`config.mk`:
```
export PLATFORM = sky130hd
export DESIGN_NAME = msu_top
export DESIGN_NICKNAME = d
export VERILOG_FILES = /design/src/rtl/msu_pkg.sv /design/src/rtl/msu_ctl_reg.sv /design/src/rtl/msu_line_map.sv /design/src/rtl/msu_delta_track.sv /design/src/rtl/msu_top.sv
export SDC_FILE = /design/constraint.sdc
export NUM_CORES = 1
export LEC_CHECK = 0
export BUFFER_PORTS_ARGS = -buffer_cell sky130_fd_sc_hd__buf_2
export CAP_MARGIN = 20
export CORE_MARGIN = 2
export CORE_UTILIZATION = 35
export CTS_BUF_LIST = sky130_fd_sc_hd__clkbuf_16
export DETAILED_ROUTE_END_ITERATION = 10
export PLACE_DENSITY = 0.78
export SYNTH_ARGS = -nofsm -noshare
export SYNTH_HDL_FRONTEND = slang
export SYNTH_SLANG_ARGS = --single-unit
```
`constraint.sdc`:
```
create_clock -name clk -period 1.8 [get_ports clk]
set_clock_uncertainty 0.05 [all_clocks]
set_input_delay 0 -clock clk [delete_from_list [all_inputs] [get_ports clk]]
set_output_delay 0 -clock clk [all_outputs]
set_load 0.005 [all_outputs]
```
`src/rtl/msu_pkg.sv`:
```
// Shared widths and bit positions for the modem status unit.
// Assumes the 16550-style layout that the register decoder relies on.
package msu_pkg;
    localparam int REG_W    = 8;
    localparam int LINE_N   = 4;
    localparam int CTL_KEEP = 5;

    // Control register bit positions
    localparam int C_DTR  = 0;
    localparam int C_RTS  = 1;
    localparam int C_OUT1 = 2;
    localparam int C_OUT2 = 3;
    localparam int C_LOOP = 4;

    // Line vector (status bits 7..4 shifted down) positions
    localparam int L_CTS = 0;
    localparam int L_DSR = 1;
    localparam int L_RI  = 2;
    localparam int L_DCD = 3;

    // Line levels presented when loopback is off
    localparam logic [LINE_N-1:0] LINE_IDLE = 4'b1010;
endpackage

```
`src/rtl/msu_ctl_reg.sv`:
```
// Control register: stores the low KEEP bits of each write, upper bits zero.
// Assumes one write strobe per cycle; reset value is zero.
module msu_ctl_reg #(
    parameter int W    = 8,
    parameter int KEEP = 5
) (
    input  logic         clk,
    input  logic         rst_n,
    input  logic         wr,
    input  logic [W-1:0] wdata,
    output logic [W-1:0] q,
    output logic [W-1:0] nxt
);
    localparam logic [W-1:0] KEEP_MASK = W'((1 << KEEP) - 1);

    // Value the register takes at the coming edge
    always_comb begin
        nxt = wr ? (wdata & KEEP_MASK) : q;
    end

    // Register update
    always_ff @(posedge clk) begin
        if (!rst_n) q <= '0;
        else        q <= nxt;
    end
endmodule

```
`src/rtl/msu_line_map.sv`:
```
// Maps a control register value to the four status line levels.
// Purely combinational; loopback folds the outputs back, otherwise fixed levels.
module msu_line_map
    import msu_pkg::*;
(
    input  logic [REG_W-1:0]  ctl,
    output logic [LINE_N-1:0] line
);
    // Select loopback fold or idle levels
    always_comb begin
        if (ctl[C_LOOP]) begin
            line        = '0;
            line[L_CTS] = ctl[C_RTS];
            line[L_DSR] = ctl[C_DTR];
            line[L_RI]  = ctl[C_OUT1];
            line[L_DCD] = ctl[C_OUT2];
        end else begin
            line = LINE_IDLE;
        end
    end
endmodule

```
`src/rtl/msu_delta_track.sv`:
```
// Sticky change flags, one per line. The flag at index EDGE_IDX latches on a
// falling level only; all others latch on any change. A read clears old flags
// while flags raised in the same cycle survive.
module msu_delta_track #(
    parameter int N        = 4,
    parameter int EDGE_IDX = 2
) (
    input  logic         clk,
    input  logic         rst_n,
    input  logic         upd,
    input  logic [N-1:0] line_old,
    input  logic [N-1:0] line_new,
    input  logic         rd_clr,
    output logic [N-1:0] flags
);
    logic [N-1:0] hit;

    // Per-line change detection
    for (genvar i = 0; i < N; i++) begin : g_det
        if (i == EDGE_IDX) begin : g_fall
            assign hit[i] = upd & line_old[i] & ~line_new[i];
        end else begin : g_any
            assign hit[i] = upd & (line_old[i] ^ line_new[i]);
        end
    end

    // Flag register: clear-on-read, then OR in new hits
    always_ff @(posedge clk) begin
        if (!rst_n) flags <= '0;
        else        flags <= (rd_clr ? '0 : flags) | hit;
    end
endmodule

```
`src/rtl/msu_top.sv`:
```
// Modem status and loopback unit top. Builds the status byte from the control
// register: line levels in bits 7..4, sticky change flags in bits 3..0.
// Assumes strobes are single-cycle and come from a synchronous register decoder.
module msu_top
    import msu_pkg::*;
(
    input  logic             clk,
    input  logic             rst_n,
    input  logic             ctl_wr,
    input  logic [REG_W-1:0] ctl_wdata,
    input  logic             stat_wr,
    input  logic             stat_rd,
    output logic [REG_W-1:0] ctl_q,
    output logic [REG_W-1:0] stat_q,
    output logic             delta_pend
);
    logic [REG_W-1:0]  ctl_nxt;
    logic [LINE_N-1:0] line_cur;
    logic [LINE_N-1:0] line_nxt;
    logic [LINE_N-1:0] flags;
    logic              stat_wr_unused;

    assign stat_wr_unused = stat_wr;

    msu_ctl_reg #(.W(REG_W), .KEEP(CTL_KEEP)) u_ctl (
        .clk(clk), .rst_n(rst_n), .wr(ctl_wr), .wdata(ctl_wdata),
        .q(ctl_q), .nxt(ctl_nxt)
    );

    msu_line_map u_map_cur (.ctl(ctl_q),   .line(line_cur));
    msu_line_map u_map_nxt (.ctl(ctl_nxt), .line(line_nxt));

    msu_delta_track #(.N(LINE_N), .EDGE_IDX(L_RI)) u_delta (
        .clk(clk), .rst_n(rst_n), .upd(ctl_wr),
        .line_old(line_cur), .line_new(line_nxt),
        .rd_clr(stat_rd), .flags(flags)
    );

    // Assemble the status byte and the pending signal
    always_comb begin
        stat_q     = {line_cur, flags};
        delta_pend = |flags;
    end
endmodule

```
---- Yosys cells after proc, flatten, opt, wreduce, memory -nomap -nowiden ----
Cells that the tools add are included.
word-level totals
  register bits ........................... 9
  output and inout port bits .............. 17
  input port bits ......................... 13
operators by class
  muxes and demuxes ....................... 4
  bitwise operators ....................... 10
  reductions and logical operators ........ 1
operators by type and width
  kind                count
  4-bit two-way mux   3
  1-bit bitwise AND   5
  5-bit two-way mux   1
  4-bit bitwise OR    1
  4-bit OR reduction  1
  1-bit XOR           3
  1-bit inverter      1

---- Longest topological paths before layout ----
Gate-level depths: netlist of the first run.
  depth in word-level cells ............... 5
  depth in mapped cells ................... 3
  mapped depth without buffers ............ 3

---- Hierarchy ----
From an unflattened synthesis of the first run, not the netlist that was laid out.
unflattened totals
  cells, all modules ...................... 51
  area total of the unflattened synthesis .. 558.0 um^2
by module, submodules not included
  module           area an instance (um^2)  times used  sequential area each (um^2)  cells each
  msu_ctl_reg      325.3                    1           160.2                        25
  msu_delta_track  175.2                    1           80.1                         17
  msu_line_map     25.0                     2           0.0                          4
  msu_top          7.5                      1           0.0                          1

---- Worst setup path before layout of the first run ----
OpenSTA, ideal clock, no wires.
  path type ............................... reg-to-reg
  from .................................... register u_ctl.q[4]
  to ...................................... register u_delta.flags[1]
  path buffers ............................ 0
  arrival time ............................ 0.826 ns
  required time ........................... 1.635 ns
  setup time .............................. 0.115 ns
  stages on the path, launching flop included .. 4
  setup slack ............................. 0.809 ns
  path through ............................ dfxtp_1 -> nand2b_2 -> xnor2_1 -> a31o_1
between the ends
  elaborated cells on any way between the ends .. 6
RTL lines
  item                      line                   RTL
  start: declaration        msu_ctl_reg.sv:11      output logic [W-1:0] q,
  start signal: assignment  msu_ctl_reg.sv:24      else q <= nxt;
  4-bit two-way mux         msu_line_map.sv:11     if (ctl[C_LOOP]) begin
  net stat_q[5]             msu_top.sv:14          output logic [REG_W-1:0] stat_q,
  1-bit XOR                 msu_delta_track.sv:23  assign hit[i] = upd & (line_old[i] ^ line_new[i]);
  1-bit bitwise AND         msu_delta_track.sv:23
  4-bit bitwise OR          msu_delta_track.sv:30  else flags <= (rd_clr ? '0 : flags) | hit;
  end signal: assignment    msu_delta_track.sv:30
  end: declaration          msu_delta_track.sv:14  output logic [N-1:0] flags
The timed path passes the listed nets, and every way through them passes these cells.
A chain may end at the register's enable or synchronous reset.

---- Final worst setup path of the first run ----
  from .................................... register u_delta.flags[1]
  to ...................................... output delta_pend
between the ends
  cells in the longest elaborated chain, start to end .. 1
ends and longest elaborated chain
  item                line           RTL
  4-bit OR reduction  msu_top.sv:42  delta_pend = |flags;
  end: declaration    msu_top.sv:15  output logic delta_pend
No other way between the ends.

==> impl_results.md, run 1 <==
- Outcome: complete, no violations
- Worst setup endpoint: delta_pend
- Final setup fails: 0
- Top_reg_cell synth: dfxtp_1
- Vias in the first global route: around 350
- Vias per cell: between 4 and 5
- Root Driver: clkbuf_16
- CTS max path bufs: 2
- Yosys warning total: 0
- TritonCTS clock tree: yes
- Drt pass-1 iters: 2
- Wirelength per Cell: ~11 um
- Fin area: ~670 um^2
- First-pass GRT wire length: approximately 1.5 mm
- Syn Inst Count: 47
- Register area share after synthesis: around two fifths
- Dpl ws: approximately 740 ps
- Worst-path clk slew: about 40 ps
- Rows: 12
- Depth of the worst register-to-register path: 3
- Detail Placement HPWL: slightly below 700 um
- Final period util: 67.59%
- Worst Path Required: approximately 1800 ps
- EDFF count, synth: 0
- Total global-route track usage: between 10 and 15%
- Htree depth: 1
- # DRC: 0
- Share of post-route cells with drive strength above 1: a little under two fifths
- Core area: ~0.0012 mm^2
- Post-route setup slack: ~580 ps
- Routed vias: a little over 400
- Hold path depth: 3
- RR Endpoint: u_delta.flags[1]$_SDFF_PN0_
- Setup TNS: 0 ps
- Postcts setup bufs: 0
- Crit Path Max Fanout: 3
- Synth area leaders: dfxtp_1, mux2i_1, nor2b_1, buf_4, a31o_1
- Synthesized area per cell: just under 10 um^2
- Die width: approximately 40 um
- VDD IR-drop max: 0.001072 V
- Kind of critical path: register to output port
- Critical path launch point type: register
- Commonest cells post-synth: dfxtp_1, mux2i_1, nor2b_1, buf_4, nand2_1
- Clock Latency Late Sink: ~230 ps
- NumNets Final: 87
- Grt ovf: 0
- Pwr Density: just over 1000 mW/mm^2
- Count of cell types in the netlist: 22
- Worst min path class: input pin to register
- Asr flop ratio synth: 0%
- Hold path start: ctl_wdata[1]
- Num ports: 30
- Cell taking the most area after synthesis: dfxtp_1
- LEAKAGE: between 0.3 and 0.4 nW
- RSZ-0062 raised after global routing: false
- Initial core utilization: 39.39%
- Placed Instance Area: between 500 and 600 um^2
- Layout area overhead: 46.70%
- ANT nets after route: 0
- Mapped cell area: ~460 um^2
- FF-to-FF Start: u_ctl.q[4]$_SDFF_PN0_
- FF+latch count, synth: 9
- Reg2Reg Setup Slack: ~720 ps
- Most frequent cell after synthesis: dfxtp_1
- Initial antenna violation count: 0
- Die Span Y: 40.07 um
- Port Buf Inserts: 22
- Yosys top cell area share: about two fifths
- Largest net degree at the start of global routing: 13
- Critical path origin: u_delta.flags[1]$_SDFF_PN0_
- Cts bufs inserted: 3
- Fill cells: 101
- Die area: between 0.0015 and 0.002 mm^2
- Critical Path End Type: output port
- Crit path DAT: between 1000 and 1500 ps
- Initial DRC Count: 3
- FMAX: roughly 820 MHz
- Pins over their slew limit: 0
- Final wirelength: ~940 um
- GPL Wtd Cong: between 0.6 and 0.7
- Hold Fails Final Rpt: 0
- N_diodes: 0
- Max-cap viol count: 0
- Final min period: roughly 1200 ps
- Total clock sinks: 9
[logic make-up (layout without fill, tap and decap cells)]
logic type	Yosys count	count (layout)	share of synthesized area, %
AOI/OAI and AO/OA	4	4	6.594
xor gates and xnor gates	3	3	5.770
buffers and inverters	5	29	6.866
DFF	9	9	39.56
muxes	5	5	10.99
other	1	3	0.8234
and+or+nand+nor	20	20	29.40
[layout by cell type, fill, tap and decap left out, drive strengths merged]
master       instances
dfxtp                9
and3b                2
o21ai                1
and2                 2
a21boi               1
and2b                2
conb                 3
nand3b               1
clkbuf               3
or4                  1
dlygate4sd3          3
mux2i                5
inv                  1
buf                 22
nand3                1
nand2b               3
xor2                 1
nor2b                5
a31o                 2
nand2                3
xnor2                2
[per-stage QoR]
stage | hold WS [ps] | util (%) | power (mW) | cells
final | 6.202 | 57.79 | 0.6793 | 87
after global routing | 38.29 | 57.79 | 0.7015 | 87
after CTS | 7.933 | 57.79 | 0.6849 | 87
after detailed placement | 231.7 | 48.38 | 0.2941 | 80
after global placement | 223.4 | 48.38 | 0.2924 | 80
after floorplan | 119.5 | - | 0.2677 | 49
[per-layer routing]
metal | global-route usage [%] | vias up | wire, um
met5 | 0 | - | 0
met4 | 2.586 | 0 | 0
met3 | 8.889 | 0 | 118
met2 | 24.19 | 22 | 399
met1 | 16.16 | 180 | 422
li1 | - | 201 | -
[cell type report]
class	count	area [um^2]	area share [%]
Clock buffer	3	75.07	11.24
Clock inverter	1	3.754	0.5618
Multi-Input combinational cell	35	251.5	37.64
Sequential cell	9	180.2	26.97
Tap cell	14	17.52	2.622
Timing Repair Buffer	25	140.1	20.97
[state kept, by name, summed over array words and instances, names as in the netlist]
signal         cells
u_ctl.q            5
u_delta.flags      4
[critical path: stages (launching register included)]
cell and delay, ps:
dfxtp_1 300, or4_1 500, buf_2 140
[worst min-delay path by stage]
stage,to
floorplan,u_ctl.q[0]$_SDFF_PN0_
global placement,u_ctl.q[0]$_SDFF_PN0_
detailed placement,u_ctl.q[3]$_SDFF_PN0_
CTS,u_ctl.q[1]$_SDFF_PN0_
global route,u_ctl.q[1]$_SDFF_PN0_
finish,u_ctl.q[1]$_SDFF_PN0_
[what timing repair did]
item / CTS / global route
resized for setup: 0 / 0
hold buffers: 3 / 0
hold endpoints to repair: 3 / 0
[report_power, final]
group / switching, mW / internal, mW
registers: 0.00842 / 0.211
logic: 0.0321 / 0.0437
clock network: 0.0938 / 0.290
total: 0.134 / 0.545
(Power assumes the default switching activity.)
==> run 2, diff against run 1 <==
- clock period: 1.8 -> 1.25 ns (I/O delays scaled with it)
==> run 2 against run 1 <==
Against the previous run:
- combinational power increased by 46%
- register-to-register slack got worse by 520 ps
- critical path type unchanged
- highest routed layer is now met4
- first-iteration DRC count decreased by 100%
- die area unchanged
- critical endpoint unchanged
- sequential cell count unchanged
==> impl_results.md, run 2 (same netlist as run 1, synthesis figures left out) <==
- Worst min path class: input pin to register
- Reg2Reg Setup Slack: approximately 200 ps
- Final min period: 1229 ps
- Rows: 12
- Final period util: between 90 and 100%
- Pins over their slew limit: 0
- Worst Path Required: approximately 1200 ps
- Worst hold slack: between 15 and 20 ps
- ANT nets after route: 0
- Final setup fails: 0
- Share of post-route cells with drive strength above 1: around 38%
- Kind of critical path: register to output port
- Final wirelength: slightly below 1 mm
- NumNets Final: ~90
- Die width: approximately 40 um
- Drt pass-1 iters: 1
- Crit Path Max Fanout: 3
- Crit-path cells: or4_1 -> buf_2
- Number of flip-flops under the largest register name: 5
- Grt ovf: 0
- Wirelength per Cell: roughly 11 um
- Root Driver: clkbuf_16
- Critical Path End Type: output port
- VDD IR-drop max: slightly above 0.001 V
- First-pass GRT wire length: about 1.5 mm
- Commonest non-fill, non-tap cell in the layout: buf_2
- FF-to-FF Start: u_ctl.q[4]$_SDFF_PN0_
- Largest net degree at the start of global routing: 13
- GPL Wtd Cong: around 0.65
- Initial core utilization: 39.39%
- Critical path launch point type: register
- Postcts setup bufs: 0
- Vias per cell: ~4.6
- Htree depth: 1
- Hold path depth: 3
- Crit path DAT: between 1000 and 1500 ps
- Pwr Density: approximately 1500 mW/mm^2
- LEAKAGE: 0.3490 nW
- Biggest registers after layout: u_ctl.q (5), u_delta.flags (4)
- Max-cap viol count: 0
- RSZ-0062 raised after global routing: true
- Most frequent cells in the layout: buf_2, dfxtp_1, mux2i_1, nor2b_1, dlygate4sd3_1
- Vias in the first global route: about 340
- Die area: 0.001606 mm^2
- Tot Pwr: 990.7 uW
- Core area: roughly 0.0012 mm^2
- Cts bufs inserted: 3
- N_diodes: 0
- Detail Placement HPWL: ~660 um
- Worst-path clk slew: 40 ps
- Critical path's largest stage delay: around 500 ps
- Initial DRC Count: 0
- Outcome: complete, no violations
- Post-CTS sizing: 0
- Layout area overhead: 48.90%
- Depth of the worst register-to-register path: 3
- Clock Latency Late Sink: about 240 ps
- Total clock sinks: 9
- Initial antenna violation count: 0
- Routed vias: ~410
- Port Buf Inserts: 22
- Largest reg by FF count: u_ctl.q
- Hold Fails Final Rpt: 0
- # DRC: 0
- Total global-route track usage: between 10% and 20%
- RR Endpoint: u_delta.flags[1]$_SDFF_PN0_
- Num ports: 30
- Worst setup endpoint: delta_pend
- CP max stage cell: or4_1
- Critical path origin: u_delta.flags[1]$_SDFF_PN0_
- TritonCTS clock tree: yes
- FMAX: roughly 800 MHz
- Die Span Y: around 40 um
- CTS max path bufs: 2
## run 2: cell types whose count changed in the layout (fill, tap and decap cells not counted), sizes merged
cell,change
dlygate4sd3,+1
## run 2: routing by layer
layer / up-vias / wire, um / GRT usage [%]
li1: 203 / - / -
met1: 176 / 429 / 18.18
met2: 23 / 397 / 20.97
met3: 4 / 91 / 8.333
met4: 0 / 44 / 15.52
met5: - / 0 / 0
## run 2: per-stage QoR
stage | setup WS (ps) | cells | util, % | instance area [um^2] | TNS, ps
finish | 20.58 | 88 | 58.66 | 678.2 | 0
global route | -38.81 | 88 | 58.66 | 678.2 | -38.81
CTS | 4.385 | 88 | 58.66 | 678.2 | 0
detailed placement | 227.7 | 80 | 48.38 | 559.3 | 0
global placement | 219.7 | 80 | 48.38 | 559.3 | 0
floorplan | 258.8 | 49 | - | 462.9 | 0
## run 2: worst min path at each step
stage,from,end,slack [ps]
4_1_cts,stat_rd,u_delta.flags[2]$_SDFF_PN0_,20
2_1_floorplan,ctl_wdata[0],u_ctl.q[0]$_SDFF_PN0_,120
3_5_place_dp,ctl_wdata[0],u_ctl.q[0]$_SDFF_PN0_,230
6_report,stat_rd,u_delta.flags[2]$_SDFF_PN0_,20
3_3_place_gp,ctl_wdata[3],u_ctl.q[3]$_SDFF_PN0_,220
5_1_grt,stat_rd,u_delta.flags[0]$_SDFF_PN0_,50
## run 2: worst max-delay path, delay by kind of cell (launching register included)
| family | cells | cell delay, ps |
|---|---|---|
| AND/OR/NAND/NOR | 1 | 500 |
| flip-flops | 1 | 300 |
| buffers and inverters | 1 | 140 |
## run 2: what timing repair did
action                                  in CTS  in global routing
hold buffers                                 4                  0
endpoints found under the setup margin       0                  1
endpoints found under the hold margin        4                  0
## run 2: where the power goes
group	internal, mW	switching, mW	leakage (nW)
registers	0.304	0.0119	0.0739
clock network	0.418	0.145	0.0423
logic	0.0650	0.0464	0.233
total	0.788	0.203	0.349
## run 2: cell type report
type	count	area, um^2
clock buffer	3	75.07
clock inverter	1	3.754
fill	100	478.0
multi-input combinational	35	251.5
sequential	9	180.2
tap	14	17.52
timing repair buffer	26	150.1
==> run 3, diff against run 2 <==
- ABC_AREA: default -> 1
- GPL_TIMING_DRIVEN: default -> 0
- PLACE_DENSITY: 0.78 -> 0.77
==> run 3 against run 2 <==
Against the previous run:
- sequential cell count stayed put
- synthesized cell count grew 57%
- power is 1.3% higher
- die area grew 3.0%
- critical path type unchanged
- largest cell class unchanged
- largest power group unchanged
==> impl_results.md, run 3 <==
- Depth of the worst register-to-register path: 6
- Detail Placement HPWL: roughly 760 um
- Register area share after synthesis: 38.30%
- Setup TNS: 0 ps
- Largest net degree at the start of global routing: 10
- Total clock sinks: 9
- Vias per cell: around 4.3
- Commonest cells post-synth: nand2_1, inv_1, dfxtp_1, a21oi_1, nor2_1
- Pins over their slew limit: 0
- Hold path depth: 4
- Biggest registers after layout: u_ctl.q (5), u_delta.flags (4)
- Fin util: roughly 55%
- Number of flip-flops under the largest register name: 5
- Final setup fails: 0
- Core area: 0.001285 mm^2
- RR Endpoint: u_delta.flags[3]$_SDFF_PN0_
- Max-cap viol count: 0
- Final wirelength: 1.033 mm
- Crit Path Max Fanout: 5
- CTS max path bufs: 2
- VDD IR-drop max: 0.0007255 V
- Synth area leaders: dfxtp_1, nand2_1, inv_1, a21oi_1, buf_4
- Hold worst-path end: u_delta.flags[1]$_SDFF_PN0_
- Dpl ws: roughly 170 ps
- Kind of critical path: register to output port
- Initial DRC Count: 5
- Count of cell types in the netlist: 13
- Cell count after placement: about 110
- Root Driver: clkbuf_16
- FMAX: between 800 and 900 MHz
- Cell taking the most area after synthesis: dfxtp_1
- Tot Pwr: between 1 and 1.5 mW
- FF-to-FF Start: u_ctl.q[4]$_SDFF_PN0_
- Grt ovf: 0
- Drt pass-1 iters: 4
- Hold Fails Final Rpt: 0
- EDFF count, synth: 0
- RSZ-0062 raised after global routing: false
- GPL Wtd Cong: 0.8002
- Total global-route track usage: 14.87%
- Worst Path Required: around 1200 ps
- Top_reg_cell synth: dfxtp_1
- Vias in the first global route: between 300 and 400
- Syn Inst Count: 74
- Share of post-route cells with drive strength above 1: between 30% and 40%
- Critical Path End Type: output port
- Most frequent cells in the layout: nand2_1, buf_2, inv_1
- Final cell count without fillers: between 100 and 150
- # DRC: 0
- Htree depth: 1
- NumNets Final: around 120
- Die Span Y: 40.66 um
- Fill cells: between 100 and 150
- Wirelength per Cell: approximately 8.7 um
- Die area: 0.001653 mm^2
- Outcome: complete, no violations
- Post-route setup slack: roughly 110 ps
- First-pass GRT wire length: approximately 1.6 mm
- Worst-path clk slew: ~40 ps
- Reg2Reg Setup Slack: approximately 180 ps
- Largest reg by FF count: u_ctl.q
- ANT nets after route: 0
- Most frequent cell after synthesis: nand2_1
- Pwr Density: between 1000 and 1500 mW/mm^2
- Hold path start: stat_rd
- Yosys top cell area share: around two fifths
- Worst min path class: input pin to register
- Mapped cell area: 470.5 um^2
- N_diodes: 0
- Rows: 13
- Initial core utilization: 36.61%
- Yosys warning total: 0
- Final min period: between 1000 and 1500 ps
- Initial antenna violation count: 0
- TritonCTS clock tree: yes
- Crit path DAT: 1090 ps
- LEAKAGE: 0.4142 nW
- Cts bufs inserted: 3
- Synthesized area per cell: between 6 and 7 um^2
- Commonest non-fill, non-tap cell in the layout: nand2_1
- Final period util: about nine tenths
- Placed Instance Area: ~610 um^2
- Routed vias: 517
- Worst hold slack: between 10 and 15 ps
- Asr flop ratio synth: 0%
- FF+latch count, synth: 9
- Num ports: 30
- Clock Latency Late Sink: 230 ps
- Fin area: between 700 and 800 um^2
- Critical path launch point type: register
- Die width: 40.66 um
- Port Buf Inserts: 22
- Layout area overhead: 50.00%
-- run 3: how the worst max path moves through the flow --
stage	startpoint	endpoint	slack (ps)	cells after the start
finish	u_ctl.q[4]$_SDFF_PN0_	stat_q[7]	110	4
floorplan	u_ctl.q[4]$_SDFF_PN0_	u_delta.flags[1]$_SDFF_PN0_	270	6
detailed placement	u_ctl.q[4]$_SDFF_PN0_	u_delta.flags[3]$_SDFF_PN0_	170	6
global placement	u_ctl.q[4]$_SDFF_PN0_	u_delta.flags[3]$_SDFF_PN0_	220	6
global route	u_ctl.q[4]$_SDFF_PN0_	stat_q[5]	20	4
CTS	u_ctl.q[4]$_SDFF_PN0_	stat_q[7]	110	4
-- run 3: per-layer routing --
metal  up-vias  GRT usage (%)  share of wire (%)
li1        275              -                  -
met1       213          19.93                 48
met2        27          21.03                 40
met3         2          6.522                 11
met4         0          5.000                1.5
met5         -              0                  0
-- run 3: timing repair --
action	in CTS	in global routing
setup buffers	0	0
hold endpoints to repair	2	0
gates resized for setup	0	0
hold buffers	2	0
-- run 3: cell families after synthesis --
family	synth area share [%]
compound gates	8.245
simple gates	38.30
buf+inv	14.36
other cells	0.7971
flops	38.30
-- run 3: cell type report --
| type | count | area (um^2) | area share (%) |
|---|---|---|---|
| Timing Repair Buffer | 24 | 130.1 | 18.44 |
| Multi-Input combinational cell | 52 | 230.2 | 32.62 |
| Tap cell | 15 | 18.77 | 2.660 |
| Clock buffer | 3 | 75.07 | 10.64 |
| Inverter | 12 | 45.04 | 6.383 |
| Buffer | 3 | 22.52 | 3.191 |
| Sequential cell | 9 | 180.2 | 25.53 |
| Clock inverter | 1 | 3.754 | 0.5319 |
-- run 3: report_power, final --
part / switching [mW] / total [mW] / leakage (nW) / internal (mW)
sequential: 0.0136 / 0.320 / 0.0741 / 0.306
clock: 0.136 / 0.554 / 0.0423 / 0.418
combinational: 0.0697 / 0.130 / 0.298 / 0.0602
total: 0.220 / 1.00 / 0.414 / 0.784
-- run 3: critical path, stage by stage, from the launching register on --
cell	delay [ps]
dfxtp_1	440
inv_1	90
nor2_1	130
inv_1	70
buf_2	120
